--- src/rtl/flash_guard_pkg.sv ---
package flash_guard_pkg;
  localparam logic [3:0] UNLOCK_KEY  = 4'b0010;
  localparam logic [7:0] ERASE_MAGIC = 8'h55;
  localparam logic [1:0] SEL_KEY     = 2'd0;
  localparam logic [1:0] SEL_PAGE    = 2'd1;
  localparam logic [1:0] SEL_TRIG    = 2'd2;

  typedef struct packed {
    logic ldKey;
    logic ldPage;
    logic issPageErase;
    logic issGlobal;
    logic issWrite;
    logic reject;
  } guard_strobe_t;
endpackage

--- src/rtl/flash_guard_ctrl.sv ---
module flash_guard_ctrl
  import flash_guard_pkg::*;
(
  input  logic          clk,
  input  logic          rstN,
  input  logic          regWe,
  input  logic [1:0]    regSel,
  input  logic [7:0]    regWdata,
  input  logic          fromDebug,
  input  logic          secureMode,
  input  logic          globalEraseReq,
  input  logic          wordWrReq,
  input  logic          keyOk,
  input  logic          erasePageZero,
  input  logic          writePageZero,
  output guard_strobe_t strb
);
  logic trigHit;
  logic anyReq;
  logic gOk, peOk, wOk;
  logic debugFenced;

  always_comb begin
    trigHit     = regWe && (regSel == SEL_TRIG) && (regWdata == ERASE_MAGIC);
    anyReq      = globalEraseReq || trigHit || wordWrReq;
    debugFenced = secureMode && fromDebug;
    gOk  = globalEraseReq && keyOk;
    peOk = !globalEraseReq && trigHit && keyOk &&
           !debugFenced && !(secureMode && erasePageZero);
    wOk  = !globalEraseReq && !trigHit && wordWrReq && keyOk &&
           !debugFenced && !(secureMode && writePageZero);

    strb              = '0;
    strb.ldKey        = regWe && (regSel == SEL_KEY);
    strb.ldPage       = regWe && (regSel == SEL_PAGE);
    strb.issGlobal    = gOk;
    strb.issPageErase = peOk;
    strb.issWrite     = wOk;
    strb.reject       = anyReq && !(gOk || peOk || wOk);
  end


  bad_trigger_ignored_chk: assert property (@(posedge clk) disable iff (!rstN)
    (regWe && regSel == SEL_TRIG && regWdata != ERASE_MAGIC && !globalEraseReq && !wordWrReq)
      |-> !(strb.reject || strb.issPageErase));


  global_wins_chk: assert property (@(posedge clk) disable iff (!rstN)
    globalEraseReq |-> !(strb.issPageErase || strb.issWrite));
endmodule

--- src/rtl/flash_guard_dp.sv ---
module flash_guard_dp
  import flash_guard_pkg::*;
#(
  parameter int PAGE_W = 6,
  parameter int WORD_W = 8,
  parameter int DATA_W = 32,
  localparam int ADDR_W = PAGE_W + WORD_W
) (
  input  logic              clk,
  input  logic              rstN,
  input  guard_strobe_t     strb,
  input  logic [7:0]        regWdata,
  input  logic              fromDebug,
  input  logic              secureMode,
  input  logic [ADDR_W-1:0] wordWrAddr,
  input  logic [DATA_W-1:0] wordWrData,
  output logic              keyOk,
  output logic              erasePageZero,
  output logic              writePageZero,
  output logic              cmdPageErase,
  output logic              cmdGlobalErase,
  output logic              cmdWrite,
  output logic [PAGE_W-1:0] cmdPage,
  output logic [ADDR_W-1:0] cmdAddr,
  output logic [DATA_W-1:0] cmdData,
  output logic              reqReject
);
  logic [3:0]        keyReg;
  logic [PAGE_W-1:0] pageReg;

  assign keyOk         = (keyReg == UNLOCK_KEY);
  assign erasePageZero = (pageReg == '0);
  assign writePageZero = (wordWrAddr[ADDR_W-1 -: PAGE_W] == '0);

  always_ff @(posedge clk) begin
    if (!rstN) begin
      keyReg  <= '0;
      pageReg <= '0;
    end else begin
      if (strb.ldKey)  keyReg  <= regWdata[3:0];
      if (strb.ldPage) pageReg <= regWdata[PAGE_W-1:0];
    end
  end

  always_ff @(posedge clk) begin
    if (!rstN) begin
      cmdPageErase   <= 1'b0;
      cmdGlobalErase <= 1'b0;
      cmdWrite       <= 1'b0;
      reqReject      <= 1'b0;
      cmdPage        <= '0;
      cmdAddr        <= '0;
      cmdData        <= '0;
    end else begin
      cmdPageErase   <= strb.issPageErase;
      cmdGlobalErase <= strb.issGlobal;
      cmdWrite       <= strb.issWrite;
      reqReject      <= strb.reject;
      if (strb.issPageErase) cmdPage <= pageReg;
      if (strb.issWrite) begin
        cmdAddr <= wordWrAddr;
        cmdData <= wordWrData;
      end
    end
  end


  pulse_onehot_chk: assert property (@(posedge clk) disable iff (!rstN)
    $onehot0({cmdPageErase, cmdGlobalErase, cmdWrite, reqReject}));


  cmd_needs_key_chk: assert property (@(posedge clk) disable iff (!rstN)
    (cmdPageErase || cmdGlobalErase || cmdWrite) |-> ($past(keyReg) == UNLOCK_KEY));


  secure_page0_erase_chk: assert property (@(posedge clk) disable iff (!rstN)
    cmdPageErase |-> !($past(secureMode) && cmdPage == '0));


  secure_page0_write_chk: assert property (@(posedge clk) disable iff (!rstN)
    cmdWrite |-> !($past(secureMode) && cmdAddr[ADDR_W-1 -: PAGE_W] == '0));


  secure_debug_fence_chk: assert property (@(posedge clk) disable iff (!rstN)
    (cmdPageErase || cmdWrite) |-> !($past(secureMode) && $past(fromDebug)));
endmodule

--- src/rtl/flash_guard.sv ---
module flash_guard
  import flash_guard_pkg::*;
#(
  parameter int PAGE_W = 6,
  parameter int WORD_W = 8,
  parameter int DATA_W = 32,
  localparam int ADDR_W = PAGE_W + WORD_W
) (
  input  logic              clk,
  input  logic              rstN,
  input  logic              regWe,
  input  logic [1:0]        regSel,
  input  logic [7:0]        regWdata,
  input  logic              fromDebug,
  input  logic              secureMode,
  input  logic              globalEraseReq,
  input  logic              wordWrReq,
  input  logic [ADDR_W-1:0] wordWrAddr,
  input  logic [DATA_W-1:0] wordWrData,
  output logic              cmdPageErase,
  output logic              cmdGlobalErase,
  output logic              cmdWrite,
  output logic [PAGE_W-1:0] cmdPage,
  output logic [ADDR_W-1:0] cmdAddr,
  output logic [DATA_W-1:0] cmdData,
  output logic              reqReject
);
  guard_strobe_t strb;
  logic keyOk, erasePageZero, writePageZero;

  flash_guard_ctrl u_ctrl (
    .clk(clk), .rstN(rstN), .regWe(regWe), .regSel(regSel), .regWdata(regWdata),
    .fromDebug(fromDebug), .secureMode(secureMode), .globalEraseReq(globalEraseReq),
    .wordWrReq(wordWrReq), .keyOk(keyOk), .erasePageZero(erasePageZero),
    .writePageZero(writePageZero), .strb(strb)
  );

  flash_guard_dp #(.PAGE_W(PAGE_W), .WORD_W(WORD_W), .DATA_W(DATA_W)) u_dp (
    .clk(clk), .rstN(rstN), .strb(strb), .regWdata(regWdata), .fromDebug(fromDebug),
    .secureMode(secureMode), .wordWrAddr(wordWrAddr), .wordWrData(wordWrData),
    .keyOk(keyOk), .erasePageZero(erasePageZero), .writePageZero(writePageZero),
    .cmdPageErase(cmdPageErase), .cmdGlobalErase(cmdGlobalErase), .cmdWrite(cmdWrite),
    .cmdPage(cmdPage), .cmdAddr(cmdAddr), .cmdData(cmdData), .reqReject(reqReject)
  );
endmodule

--- config.mk ---
export PLATFORM = sky130hd
export DESIGN_NAME = flash_guard
export DESIGN_NICKNAME = d
export VERILOG_FILES = /design/src/rtl/flash_guard_pkg.sv /design/src/rtl/flash_guard_ctrl.sv /design/src/rtl/flash_guard_dp.sv /design/src/rtl/flash_guard.sv
export SDC_FILE = /design/constraint.sdc
export NUM_CORES = 1
export LEC_CHECK = 0
export BUFFER_PORTS_ARGS = -buffer_cell sky130_fd_sc_hd__buf_4
export CAP_MARGIN = 10
export CORE_MARGIN = 2
export CORE_UTILIZATION = 33
export CTS_CLUSTER_DIAMETER = 60
export DETAILED_ROUTE_END_ITERATION = 16
export PLACE_DENSITY_LB_ADDON = 0.08
export REMOVE_ABC_BUFFERS = 1
export SETUP_SLACK_MARGIN = 0.15
export SLEW_MARGIN = 40
export SYNTH_ARGS = -nofsm -noshare
export SYNTH_HDL_FRONTEND = slang
export SYNTH_SLANG_ARGS = --single-unit
--- constraint.sdc ---
create_clock -name clk -period 5.05 [get_ports clk]
set_input_delay 0.505 -clock clk [delete_from_list [all_inputs] [get_ports clk]]
set_output_delay 0.505 -clock clk [all_outputs]
set_load 0.01 [all_outputs]
Word level (Yosys, flattened, before mapping). Index checks and enable logic that the tools add are counted. Widths: inputs -> output; s select.

Word-level logic and storage cells: 44. Input bits: 63. Output and inout bits: 56. Register bits after elaboration: 66.

Reduce and logical (&&, ||, !) cells: 31. Eq/ne operators: 4.

Operator list (count): $logic_and 1x1->1 (18); $logic_not 6->1 (2); $eq 8x7->1 const B (1); $logic_not 1->1 (6); $eq 4x2->1 const B (1); $logic_or 1x1->1 (4); $eq 2x1->1 const B (1); $eq 2x2->1 const B (1); $logic_not 2->1 (1).

Logic depth before layout (Yosys ltp). Gate-level depths: netlist (run 1).

Word-level depth: 12. Mapped depth: 6. Gate-level depth less buffers: 4.

Cells and area by module. Synthesis (run 1) repeated with hierarchy kept, for this count alone.

Cells, all modules: 234. Area, all modules: 2640.0 um^2.

By module, submodules not included: flash_guard_dp (area each 2494.9 um^2, cells an instance 214, times used 1, seq. area each 1321.3 um^2); flash_guard_ctrl (area each 145.1 um^2, cells an instance 20, times used 1, seq. area each 0.0 um^2).

Least setup slack after synthesis (run 1). OpenSTA, ideal clock, no wires.

Path kind: input to register. From: input regWdata[3]. To: register u_dp.cmdPage[0]. Cell stages on the path: 4. Slack: 3031 ps. Arrival time: 1947 ps. Path buffers: 0. Required time: 4978 ps. Library setup time: 72 ps. Cell sequence: or4b_4 or4_4 nor2_4 mux2i_1.

Word-level cells in the longest chain between the ends: 6.

RTL lines: from (decl) (RTL line flash_guard.sv:13) `input logic [7:0] regWdata,`; $eq 8x7->1 (RTL line flash_guard_ctrl.sv:24) `trigHit = regWe && (regSel == SEL_TRIG) && (regWdata == ERASE_MAGIC);`; $logic_and 1x1->1 (RTL line flash_guard_ctrl.sv:24); $logic_and 1x1->1 (3 in a row) (RTL line flash_guard_ctrl.sv:28) `peOk = !globalEraseReq && trigHit && keyOk &&`; $logic_and 1x1->1 (RTL line flash_guard_ctrl.sv:29) `!debugFenced && !(secureMode && erasePageZero);`; to (signal assigned) (RTL line flash_guard_dp.sv:59) `if (strb.issPageErase) cmdPage <= pageReg;`; to (decl) (RTL line flash_guard_dp.sv:23) `output logic [PAGE_W-1:0] cmdPage,`.

No other way between the ends. A chain may end at the register's enable or synchronous reset.

Worst setup path in the final report (run 1).
From: register u_dp.keyReg[0]. To: register u_dp.cmdAddr[4].

Word-level cells in the longest chain between the ends: 4.

RTL lines: from (decl) (RTL line flash_guard_dp.sv:28) `logic [3:0] keyReg;`; from (signal assigned) (RTL line flash_guard_dp.sv:40) `if (strb.ldKey) keyReg <= regWdata[3:0];`; $eq 4x2->1 (RTL line flash_guard_dp.sv:31) `assign keyOk = (keyReg == UNLOCK_KEY);`; $logic_and 1x1->1 (2 in a row) (RTL line flash_guard_ctrl.sv:30) `wOk = !globalEraseReq && !trigHit && wordWrReq && keyOk &&`; $logic_and 1x1->1 (RTL line flash_guard_ctrl.sv:31) `!debugFenced && !(secureMode && writePageZero);`; to (signal assigned) (RTL line flash_guard_dp.sv:61) `cmdAddr <= wordWrAddr;`; to (decl) (RTL line flash_guard_dp.sv:24) `output logic [ADDR_W-1:0] cmdAddr,`.

No other way between the ends.

==> summary.md, run 1 <==
| Metric | Value |
|---|---|
| Post-synth EDFFs | `0` |
| Synth unique cells | `26` |
| Die W | `94.2 µm` |
| Core area | `just under 8000 µm²` |
| Final setup vio count | `0` |
| Post-cts sizing count | `0` |
| Fin crit period | `approximately 2.1 ns` |
| Async set-or-reset flop fraction in the synthesized netlist | `0%` |
| Crit-path slowest cell | `buf_4` |
| Clock Path Buffers | `2` |
| Worst R2R Start | `u_dp.keyReg[0]` |
| Final wirelength | `6390 µm` |
| Final setup TNS | `0 ns` |
| Cells after Synth | `roughly 290` |
| Hold crit path type | `in2reg` |
| Total GRT Usage | `between 10% and 20%` |
| Min-delay src | `wordWrData[28]` |
| Clk pwr share | `between 40% and 50%` |
| Buffers added on ports | `~120` |
| Gpl congestion | `around 0.76` |
| CP required | `5.30 ns` |
| Worst setup SP type | `flop` |
| Cell Chain, Critical Path | `nor4b_2 > nand3_1 > nor3_2 > buf_4 > mux2i_1` |
| WHS Path Cells | `3` |
| CTS Hold Buffers Added | `0` |
| Router iterations before antenna repair | `5` |
| Critical Path Fanout Max | `36` |
| Full die area | `slightly below 9000 µm²` |
| PD cells | `roughly 280 nW/µm²` |
| Initial Util | `between 30% and 40%` |
| Worst slack, placed | `2.74 ns` |
| Number of cells on the worst reg-to-reg path | `5` |
| Sw power | `230 µW` |
| Area grow syn2layout | `43.2%` |
| Status | `complete, no violations` |
| Most instantiated cells after synthesis | `108 x nand2_1, 66 x dfxtp_1, 62 x mux2i_1, 13 x clkbuf_1, 10 x nor2b_1` |
| WL/cell | `between 10 and 15 µm` |
| H-tree levels | `3` |
| Row cnt | `32` |
| CTS Root Cell | `clkbuf_8` |
| Switch share | `21.2%` |
| Ys Warns | `0` |
| Max capacitance violation total | `0` |
| Primary FF master, synth | `dfxtp_1` |
| Top post-synthesis cells by area | `dfxtp_1 49%, mux2i_1 23%, nand2_1 15%` |
| Buffers plus inverters on the worst setup path | `1` |
| VDD IR max | `about 0.12 mV` |
| F_max | `0.465 GHz` |
| Count leader, synth | `nand2_1` |
| Hpwl dp | `between 4000 and 5000 µm` |
| CP Capture Type | `flop` |
| CP arrival | `approximately 2.4 ns` |
| Synth top area share | `between 40% and 50%` |
| Yosys reg bits | `66` |
| Internal reg-to-reg setup slack | `2.90 ns` |
| Layout cells sized above 1 | `around a third` |
| DRC | `0` |
| Sequential Power Share | `between 40% and 50%` |
| Hold Path Sink | `u_dp.cmdData[28]` |
| Initial antenna violation count | `0` |
| Post-route ant nets | `0` |
| P_leak | `0.00163 µW` |
| Combinational fraction of design power | `under 10%` |
| # diodes | `0` |
| Reg-to-Reg End | `u_dp.cmdAddr[4]` |
| First-pass GRT wire length | `between 9000 and 10000 µm` |
| Global route overflow | `0` |
| DRT iter0 DRCs | `between 60 and 70` |
| Fin. max-slew vios | `0` |
| Largest net degree at the start of global routing | `119` |
| Inserted Clock Buffers | `9` |
| IO Count | `119` |
| Synthesized area per cell | `approximately 9.4 µm²` |
| Setup bufs post-CTS | `0` |
| Vias post-DR | `about 2.3k` |
| Setup Skew | `approximately 0.006 ns` |
| Worst path max stage delay | `roughly 0.53 ns` |
| Int Pwr | `between 800 and 900 µW` |
| Worst setup path class | `reg2reg` |
| Clk_lat worst skew | `0.33 ns` |
| Vias/cell | `approximately 4.5` |
| RSZ-0062 raised after global routing | `no` |
| Final net count | `461` |
| CTS sink cnt | `66` |
| Actual slew at the worst max-slew pin | `0.769 ns` |
| Hold Fails Final Rpt | `0` |
| Post-Syn Area | `2690 µm²` |
| Reg clk slew, reported paths | `~0.070 ns` |
| Tcrit/Tclk final | `~43%` |
| Vias in the first global route | `approximately 2.1k` |
| Height of the die | `about 94 µm` |
| Post-synth top area cell | `dfxtp_1` |
| TritonCTS clock tree | `done` |
| Worst slew margin | `between 40% and 50%` |
| Setup ws final | `2.90 ns` |
| Post-synthesis sequential area ratio | `between 40% and 50%` |
| Crit path max-delay family | `simple AND/OR/NAND/NOR gates` |
-- registers in the layout, summed over array words and instances, names as in the netlist --
register / count
u_dp.cmdGlobalErase: 1
u_dp.cmdWrite: 1
u_dp.cmdPage: 6
u_dp.cmdPageErase: 1
u_dp.pageReg: 6
u_dp.keyReg: 4
u_dp.cmdData: 32
u_dp.cmdAddr: 14
u_dp.reqReject: 1
-- layout make-up --
type                            instances  area [µm²]
Multi-Input combinational cell        201        1270
Clock inverter                          1        30.0
Timing Repair Buffer                  120         905
Tap cell                              102         128
Fill cell                             771        3960
Sequential cell                        66        1320
Clock buffer                           15         186
-- stage by stage --
step | hold slack, ns | util, % | cells | total power [µW] | cell area (µm²)
after floorplan | 0.445 | - | 267 | 567 | 2590
after global placement | 0.442 | 46.4 | 489 | 628 | 3620
after detailed placement | 0.448 | 46.5 | 489 | 628 | 3630
after CTS | 0.408 | 49.2 | 505 | 1100 | 3840
after global routing | 0.422 | 49.2 | 505 | 1130 | 3840
final | 0.424 | 49.2 | 505 | 1090 | 3840
-- metal layers --
| layer | global-route usage [%] | vias to the layer above | share of wire (%) |
|---|---|---|---|
| met4 | 8.21 | 0 | 2.0 |
| met2 | 21.9 | 67 | 45 |
| met5 | 0 | - | 0 |
| li1 | - | 1166 | - |
| met3 | 3.61 | 11 | 7.3 |
| met1 | 17.4 | 1018 | 45 |
-- worst max-delay path by stage --
stage	from	depth (start not counted)	endpoint
6_report	u_dp.keyReg[0]	5	u_dp.cmdAddr[4]
5_1_grt	u_dp.keyReg[0]	5	u_dp.cmdData[0]
4_1_cts	u_dp.keyReg[0]	5	u_dp.cmdAddr[4]
3_5_place_dp	wordWrAddr[10]	6	u_dp.cmdWrite
3_3_place_gp	regWdata[3]	6	u_dp.cmdWrite
2_1_floorplan	u_dp.keyReg[0]	4	u_dp.cmdAddr[0]
-- worst min-delay path, stage by stage --
cell and delay [ns]:
buf_4 0.11, nand2_1 0.05, mux2i_1 0.05
-- cell usage in the layout, fill, tap and decap left out --
| cell type | Yosys | final |
|---|---|---|
| a21oi_1 | 2 | 2 |
| and2_1 | 2 | 2 |
| and3_1 | 1 | 1 |
| buf_4 | 1 | 119 |
| buf_6 | 3 | 1 |
| bufinv_16 | 0 | 1 |
| clkbuf_1 | 13 | 2 |
| clkbuf_8 | 0 | 13 |
| dfxtp_1 | 66 | 66 |
| mux2i_1 | 62 | 62 |
| nand2_1 | 108 | 108 |
| nand3_1 | 1 | 1 |
| nand3b_1 | 1 | 1 |
| nand4b_1 | 1 | 1 |
| nor2_4 | 1 | 1 |
| nor2b_1 | 10 | 10 |
| nor3_2 | 0 | 1 |
| nor3b_1 | 1 | 1 |
| nor4_1 | 1 | 1 |
| nor4_2 | 1 | 1 |
| nor4b_2 | 1 | 1 |
| o211ai_2 | 1 | 1 |
| o221ai_1 | 1 | 1 |
| or3_1 | 1 | 1 |
| or4_4 | 1 | 1 |
| or4b_1 | 2 | 2 |
| or4b_4 | 1 | 1 |
-- logic make-up after synthesis --
family / count (synthesis) / synth area share (%)
AO/OA/AOI/OAI: 4 / 1.16
AND/OR/NAND/NOR: 135 / 23.0
buffers and inverters: 18 / 3.54
flip-flops: 66 / 49.2
multiplexers: 62 / 23.1
-- power groups by stage --
stage	Clock [µW]	Sequential, µW	Combinational [µW]
after floorplan	0	542	25.6
after global placement	0	541	86.8
after detailed placement	0	541	87.6
after CTS	488	529	87.8
after global routing	503	529	95.4
final	472	529	86.7
No activity file was read; power rests on OpenSTA's default activity.
==> inputs of run 2 (changes only) <==
--- a/config.mk
+++ b/config.mk
@@ -5,6 +5,7 @@
 export SDC_FILE = /design/constraint.sdc
 export NUM_CORES = 1
 export LEC_CHECK = 0
+export ABC_AREA = 1
 export BUFFER_PORTS_ARGS = -buffer_cell sky130_fd_sc_hd__buf_4
 export CAP_MARGIN = 10
 export CORE_MARGIN = 2
==> constraint.sdc (replaced) <==
create_clock -name clk -period 2.17 [get_ports clk]
set_input_delay 0.217 -clock clk [delete_from_list [all_inputs] [get_ports clk]]
set_output_delay 0.217 -clock clk [all_outputs]
set_load 0.01 [all_outputs]
==> summary.md, run 2 <==
| Metric | Value |
|---|---|
| Status | `complete, no violations` |
| Clk_lat worst skew | `approximately 0.34 ns` |
| Worst setup SP type | `flop` |
| Synthesized area per cell | `6.80 µm²` |
| Async set-or-reset flop fraction in the synthesized netlist | `0%` |
| DRT iter0 DRCs | `160` |
| GR peak layer | `met2` |
| Critical Path Fanout Max | `46` |
| Post-Syn Area | `3040 µm²` |
| # diodes | `0` |
| Post-cts sizing count | `0` |
| Worst path max stage delay | `~0.57 ns` |
| CTS Hold Buffers Added | `0` |
| Vias in the first global route | `approximately 2.7k` |
| F_max | `a little over 0.6 GHz` |
| Hold crit path type | `in2reg` |
| Post-synthesis adder-cell area fraction | `0%` |
| Initial Util | `~33%` |
| Synth Area in Compound Gates | `approximately 3.0%` |
| PD cells | `about 670 nW/µm²` |
| Layout cells sized above 1 | `between 20% and 30%` |
| Clock Path Buffers | `2` |
| Area grow syn2layout | `37.0%` |
| P_leak | `0.00215 µW` |
| Post-synth top area cell | `dfxtp_1` |
| M2 GR Usage | `26.7%` |
| Int Pwr | `2170 µW` |
| Buffers plus inverters on the worst setup path | `2` |
| Worst setup path end | `u_dp.cmdData[31]` |
| Full die area | `roughly 10000 µm²` |
| CTS Root Cell | `clkbuf_8` |
| Initial antenna violation count | `0` |
| Total GRT Usage | `between 10% and 20%` |
| Final setup vio count | `0` |
| Synth Area in XOR/XNOR | `0%` |
| Post-synth EDFFs | `0` |
| CTS sink cnt | `66` |
| Met3 GRT Util | `4.25%` |
| TritonCTS clock tree | `done` |
| Ys Warns | `0` |
| Worst path depth | `9` |
| Sequential Power Share | `between 40 and 50%` |
| Final core occ | `between 40% and 50%` |
| Post-route ant nets | `0` |
| Final Cell Area | `between 4000 and 5000 µm²` |
| Post-synthesis sequential area ratio | `a little over two fifths` |
| VDD IR max | `0.381 mV` |
| Placement Cell Area | `between 3000 and 4000 µm²` |
| Die W | `between 100 and 150 µm` |
| Core area | `about 9100 µm²` |
| Inserted Clock Buffers | `9` |
| Biggest register | `u_dp.cmdData` |
| Most frequent cells in the layout | `122 x buf_4, 121 x nor2_1, 79 x nand2_1` |
| Most instantiated cells after synthesis | `122 x nor2_1, 79 x nand2_1, 66 x dfxtp_1, 65 x inv_1, 46 x nand4_1` |
| Max capacitance violation total | `0` |
| Largest net degree at the start of global routing | `65` |
| Synth Area in Simple Gates | `38.8%` |
| Switch share | `22.9%` |
| Cells after Synth | `about 450` |
| Worst R2R Start | `u_dp.keyReg[2]` |
| Total power draw | `between 2000 and 3000 µW` |
| Primary FF master, synth | `dfxtp_1` |
| Sw power | `between 600 and 700 µW` |
| Crit path max-delay family | `simple AND/OR/NAND/NOR gates` |
| Setup ws final | `between 0.5 and 0.6 ns` |
| Top post-synthesis cells by area | `dfxtp_1 43%, nor2_1 15%, nand2_1 9.7%` |
| Cell Chain, Critical Path | `inv_1 > nand2_1 > nor2_4 > nand2_2 > clkinv_1 > nand2_2 > nor2_8 > nor2_1 > nor2_1` |
| Top flop regs | `u_dp.cmdData: 32 flops, u_dp.cmdAddr: 14 flops` |
| Hold Fails Final Rpt | `0` |
| Synth unique cells | `20` |
| H-tree levels | `3` |
| Reg-to-Reg End | `u_dp.cmdData[31]` |
| Largest family of logic cells by synthesized area | `simple AND/OR/NAND/NOR gates` |
| Actual slew at the worst max-slew pin | `between 0.7 and 0.8 ns` |
| Clk pwr share | `a little under half` |
| Most common cell after layout, fill and taps aside | `buf_4` |
| Largest register FFs | `32` |
| Final wirelength | `just over 8000 µm` |
| CP Capture Type | `flop` |
| Number of cells on the worst reg-to-reg path | `9` |
| Fin crit period | `roughly 1.6 ns` |
| Height of the die | `roughly 100 µm` |
| CP arrival | `1.89 ns` |
| WL/cell | `~12 µm` |
| Row cnt | `35` |
| Fin. max-slew vios | `0` |
| First-pass GRT wire length | `between 10000 and 15000 µm` |
| Worst setup path class | `reg2reg` |
| Vias/cell | `approximately 4.5` |
| DRC | `0` |
| Vias post-DR | `around 3.0k` |
| Final net count | `616` |
| Internal reg-to-reg setup slack | `roughly 0.55 ns` |
| Mux cell area share after synthesis | `0%` |
| Crit-path slowest cell | `nor2_8` |
| Buffers added on ports | `between 100 and 150` |
| Hpwl dp | `between 5000 and 6000 µm` |
| Gpl congestion | `0.779` |
| Synth top area share | `~43%` |
| Worst slack, placed | `slightly above 0.5 ns` |
| Tcrit/Tclk final | `between 70% and 80%` |
| CP required | `between 2 and 2.5 ns` |
| Router iterations before antenna repair | `4` |
| Yosys reg bits | `66` |
| Setup bufs post-CTS | `0` |
| CP startpoint | `u_dp.keyReg[2]` |
| Setup Skew | `0.00974 ns` |
| Combinational fraction of design power | `about a tenth` |
| Count leader, synth | `nor2_1` |
| Worst slew margin | `52.2%` |
| RSZ-0062 raised after global routing | `no` |
| Reg clk slew, reported paths | `0.08 ns` |
| Global route overflow | `0` |
| Global Route met1 Usage | `between 20% and 30%` |
| IO Count | `119` |
==> run 2: changes by cell type after synthesis, sizes merged, moves of 6 or more <==
cell | before | now
nor2b | 10 | 0
o21ai | 0 | 10
a21oi | 2 | 8
clkbuf | 13 | 6
inv | 0 | 68
buf | 5 | 21
nor2 | 1 | 134
nand4 | 0 | 46
nand2 | 108 | 82
mux2i | 62 | 0
==> run 2: metrics by stage <==
step / TNS [ns] / cells / hold WS [ns]
final: 0 / 669 / 0.123
after global placement: 0 / 653 / 0.444
after floorplan: -10.46 / 420 / 0.337
after global routing: 0 / 669 / 0.133
after CTS: 0 / 669 / 0.105
after detailed placement: 0 / 653 / 0.449
==> run 2: metal layers <==
metal	vias to the layer above	wire, µm	part of all wire, %
met5	-	0	0
met2	101	3750	46
met1	1339	3740	46
met4	0	79	0.98
met3	8	532	6.6
li1	1582	-	-
==> run 2: worst min path at each step <==
| stage | slack (ns) | from | endpoint | depth (start not counted) |
|---|---|---|---|---|
| after global routing | 0.13 | regWdata[3] | u_dp.keyReg[3] | 3 |
| after floorplan | 0.34 | rstN | u_dp.cmdPage[0] | 2 |
| final | 0.12 | wordWrReq | u_dp.reqReject | 3 |
| after detailed placement | 0.45 | u_dp.keyReg[2] | u_dp.keyReg[2] | 2 |
| after global placement | 0.44 | u_dp.keyReg[2] | u_dp.keyReg[2] | 2 |
| after CTS | 0.10 | wordWrReq | u_dp.reqReject | 3 |
==> run 2: area by class of cell <==
class | count | area [µm²]
inverters | 69 | 259
multi-input cells | 285 | 1280
clock buffers | 10 | 138
clock inverters | 6 | 111
flip-flops and latches | 66 | 1320
fillers | 986 | 4940
repair buffers | 122 | 916
well taps | 111 | 139
==> run 2: power by group through the flow <==
stage	combinational [µW]	clock [µW]	sequential, µW
floorplan	113	0	1280
global placement	281	0	1280
detailed placement	282	0	1280
CTS	283	1320	1250
global route	315	1380	1250
finish	279	1280	1250
==> run 2: cells by family (layout without fill, tap and decap cells) <==
kind of cell | count (synthesis) | count (layout)
DFF | 66 | 66
buffers and inverters | 96 | 207
AOI/OAI and AO/OA | 18 | 18
and+or+nand+nor | 267 | 267
==> run 2: tightest hold or removal path, cell delays in order <==
cell	delay (ns)
buf_4	0.08
nor2_1	0.04
nor2_1	0.08
==> inputs of run 3 (changes only) <==
--- a/config.mk
+++ b/config.mk
@@ -5,7 +5,7 @@
 export SDC_FILE = /design/constraint.sdc
 export NUM_CORES = 1
 export LEC_CHECK = 0
-export ABC_AREA = 1
+export ABC_AREA = 0
 export BUFFER_PORTS_ARGS = -buffer_cell sky130_fd_sc_hd__buf_4
 export CAP_MARGIN = 10
 export CORE_MARGIN = 2
==> constraint.sdc (replaced) <==
create_clock -name clk -period 1.37 [get_ports clk]
set_input_delay 0.137 -clock clk [delete_from_list [all_inputs] [get_ports clk]]
set_output_delay 0.137 -clock clk [all_outputs]
set_load 0.01 [all_outputs]
==> summary.md, run 3 (synthesized netlist as in run 1, its figures left out) <==
| Metric | Value |
|---|---|
| Status | `finished, violations left` |
| Failing checks | `negative setup slack` |
| Die W | `94.2 µm` |
| Hpwl dp | `4620 µm` |
| Most frequent cells in the layout | `140 x buf_4, 107 x nand2_1, 64 x dfxtp_1` |
| TritonCTS clock tree | `done` |
| Post-route ant nets | `0` |
| WL/cell | `approximately 13 µm` |
| Filler cell count | `between 700 and 800` |
| CP required | `1.63 ns` |
| Final net count | `between 400 and 500` |
| Actual slew at the worst max-slew pin | `0.432 ns` |
| CP Capture Type | `flop` |
| Worst R2R Start | `u_dp.keyReg[3]` |
| P_leak | `0.00182 µW` |
| Top flop regs | `u_dp.cmdData: 32 flops, u_dp.cmdAddr: 14 flops` |
| Final core occ | `between 50 and 60%` |
| CP arrival | `~2 ns` |
| Vias post-DR | `2387` |
| Worst setup path class | `reg2reg` |
| Fin. max-slew vios | `0` |
| Worst slew margin | `between 70 and 80%` |
| Clock Path Buffers | `2` |
| Layout cells sized above 1 | `about two fifths` |
| Critical Path Fanout Max | `16` |
| VDD IR max | `between 0.3 and 0.4 mV` |
| Vias/cell | `about 4.5` |
| Final Cell Area | `approximately 4200 µm²` |
| F_max | `0.591 GHz` |
| Placement Cell Area | `~3800 µm²` |
| Gpl congestion | `about 0.76` |
| IO Count | `approximately 120` |
| Max capacitance violation total | `0` |
| Buffers added on ports | `around 120` |
| Global route overflow | `0` |
| Dpl cells | `511` |
| Initial Util | `roughly 34%` |
| Height of the die | `around 94 µm` |
| Hold Fails Final Rpt | `0` |
| Clk_lat worst skew | `~0.33 ns` |
| Setup ws final | `-0.322 ns` |
| Router iterations before antenna repair | `5` |
| # diodes | `0` |
| H-tree levels | `3` |
| Largest register FFs | `32` |
| Total power draw | `4080 µW` |
| Biggest register | `u_dp.cmdData` |
| Core area | `roughly 7800 µm²` |
| Post-route insts no fill | `535` |
| DRC | `0` |
| Vias in the first global route | `2170` |
| Tcrit/Tclk final | `123%` |
| Final setup vio count | `55` |
| Min-delay src | `wordWrData[19]` |
| Initial antenna violation count | `0` |
| Fin crit period | `between 1.5 and 2 ns` |
| First-pass GRT wire length | `around 10000 µm` |
| RSZ-0062 raised after global routing | `yes` |
| CP startpoint | `u_dp.keyReg[3]` |
| Full die area | `roughly 8900 µm²` |
| Final wirelength | `approximately 6700 µm` |
| Largest net degree at the start of global routing | `70` |
| DRT iter0 DRCs | `about 50` |
| Hold crit path type | `in2reg` |
| Setup Skew | `about 0.0056 ns` |
| CTS sink cnt | `66` |
| CTS Root Cell | `clkbuf_8` |
| Area grow syn2layout | `57.9%` |
| Inserted Clock Buffers | `9` |
| Most common cell after layout, fill and taps aside | `buf_4` |
| Total GRT Usage | `between 10% and 20%` |
| PD cells | `approximately 960 nW/µm²` |
| Row cnt | `32` |
| Worst setup SP type | `flop` |
| Final setup TNS | `-14.23 ns` |
| Reg clk slew, reported paths | `~0.070 ns` |
## run 3: cell count changes in the layout (fill, tap and decap cells not counted), sizes merged, moves of 26 or more
cell   before  now
buf       122  150
nor2      134    1
mux2i       0   62
nand2      82  108
inv        69    0
nand4      46    0
## run 3: layer usage
layer	track usage (%)	vias to the layer above	part of all wire [%]
met4	7.61	0	2.1
li1	-	1230	-
met5	0	-	0
met1	19.0	1072	44
met2	24.6	75	47
met3	3.69	10	6.7
## run 3: metrics by stage
step                      hold WS [ns]  setup slack [ns]
after global routing            0.0448            -0.404
after detailed placement         0.402            -0.525
after global placement           0.395            -0.480
after CTS                       0.0347            -0.307
final                           0.0553            -0.322
after floorplan                  0.253             -4.57
## run 3: worst paths after layout
kind / endpoint / slack (ns) / depth (start not counted)
worst max-delay path: u_dp.cmdData[23] / -0.32 / 6
worst max register to register: u_dp.cmdData[23] / -0.32 / 6
worst min-delay path: u_dp.cmdData[19] / 0.06 / 3
worst min register to register: u_dp.cmdAddr[5] / 0.46 / 2
## run 3: area by class of cell
class	count	area [µm²]	area share (%)
Tap cell	102	128	3.01
Clock buffer	15	186	4.40
Multi-Input combinational cell	201	1330	31.4
Sequential cell	66	1320	31.2
Timing Repair Buffer	150	1240	29.2
Clock inverter	1	30.0	0.708
## run 3: where the power goes
part / switching, µW / internal [µW]
clock network: 699 / 1040
logic: 160 / 231
registers: 11.4 / 1940
total: 870 / 3210
## run 3: worst max-delay path, stage by stage (launching register included)
cell	delay, ns
dfxtp_2	0.34
nor4b_4	0.34
nand3_2	0.15
nor3_4	0.23
buf_4	0.18
buf_12	0.17
mux2i_1	0.20
## run 3: what timing repair did
item                                    4_1_cts  5_1_grt
buffers inserted                              5        1
hold buffers                                  0        0
gates resized for setup                      17        3
endpoints found under the setup margin       55       55
gates cloned                                  2        0
pin swaps                                     7        4
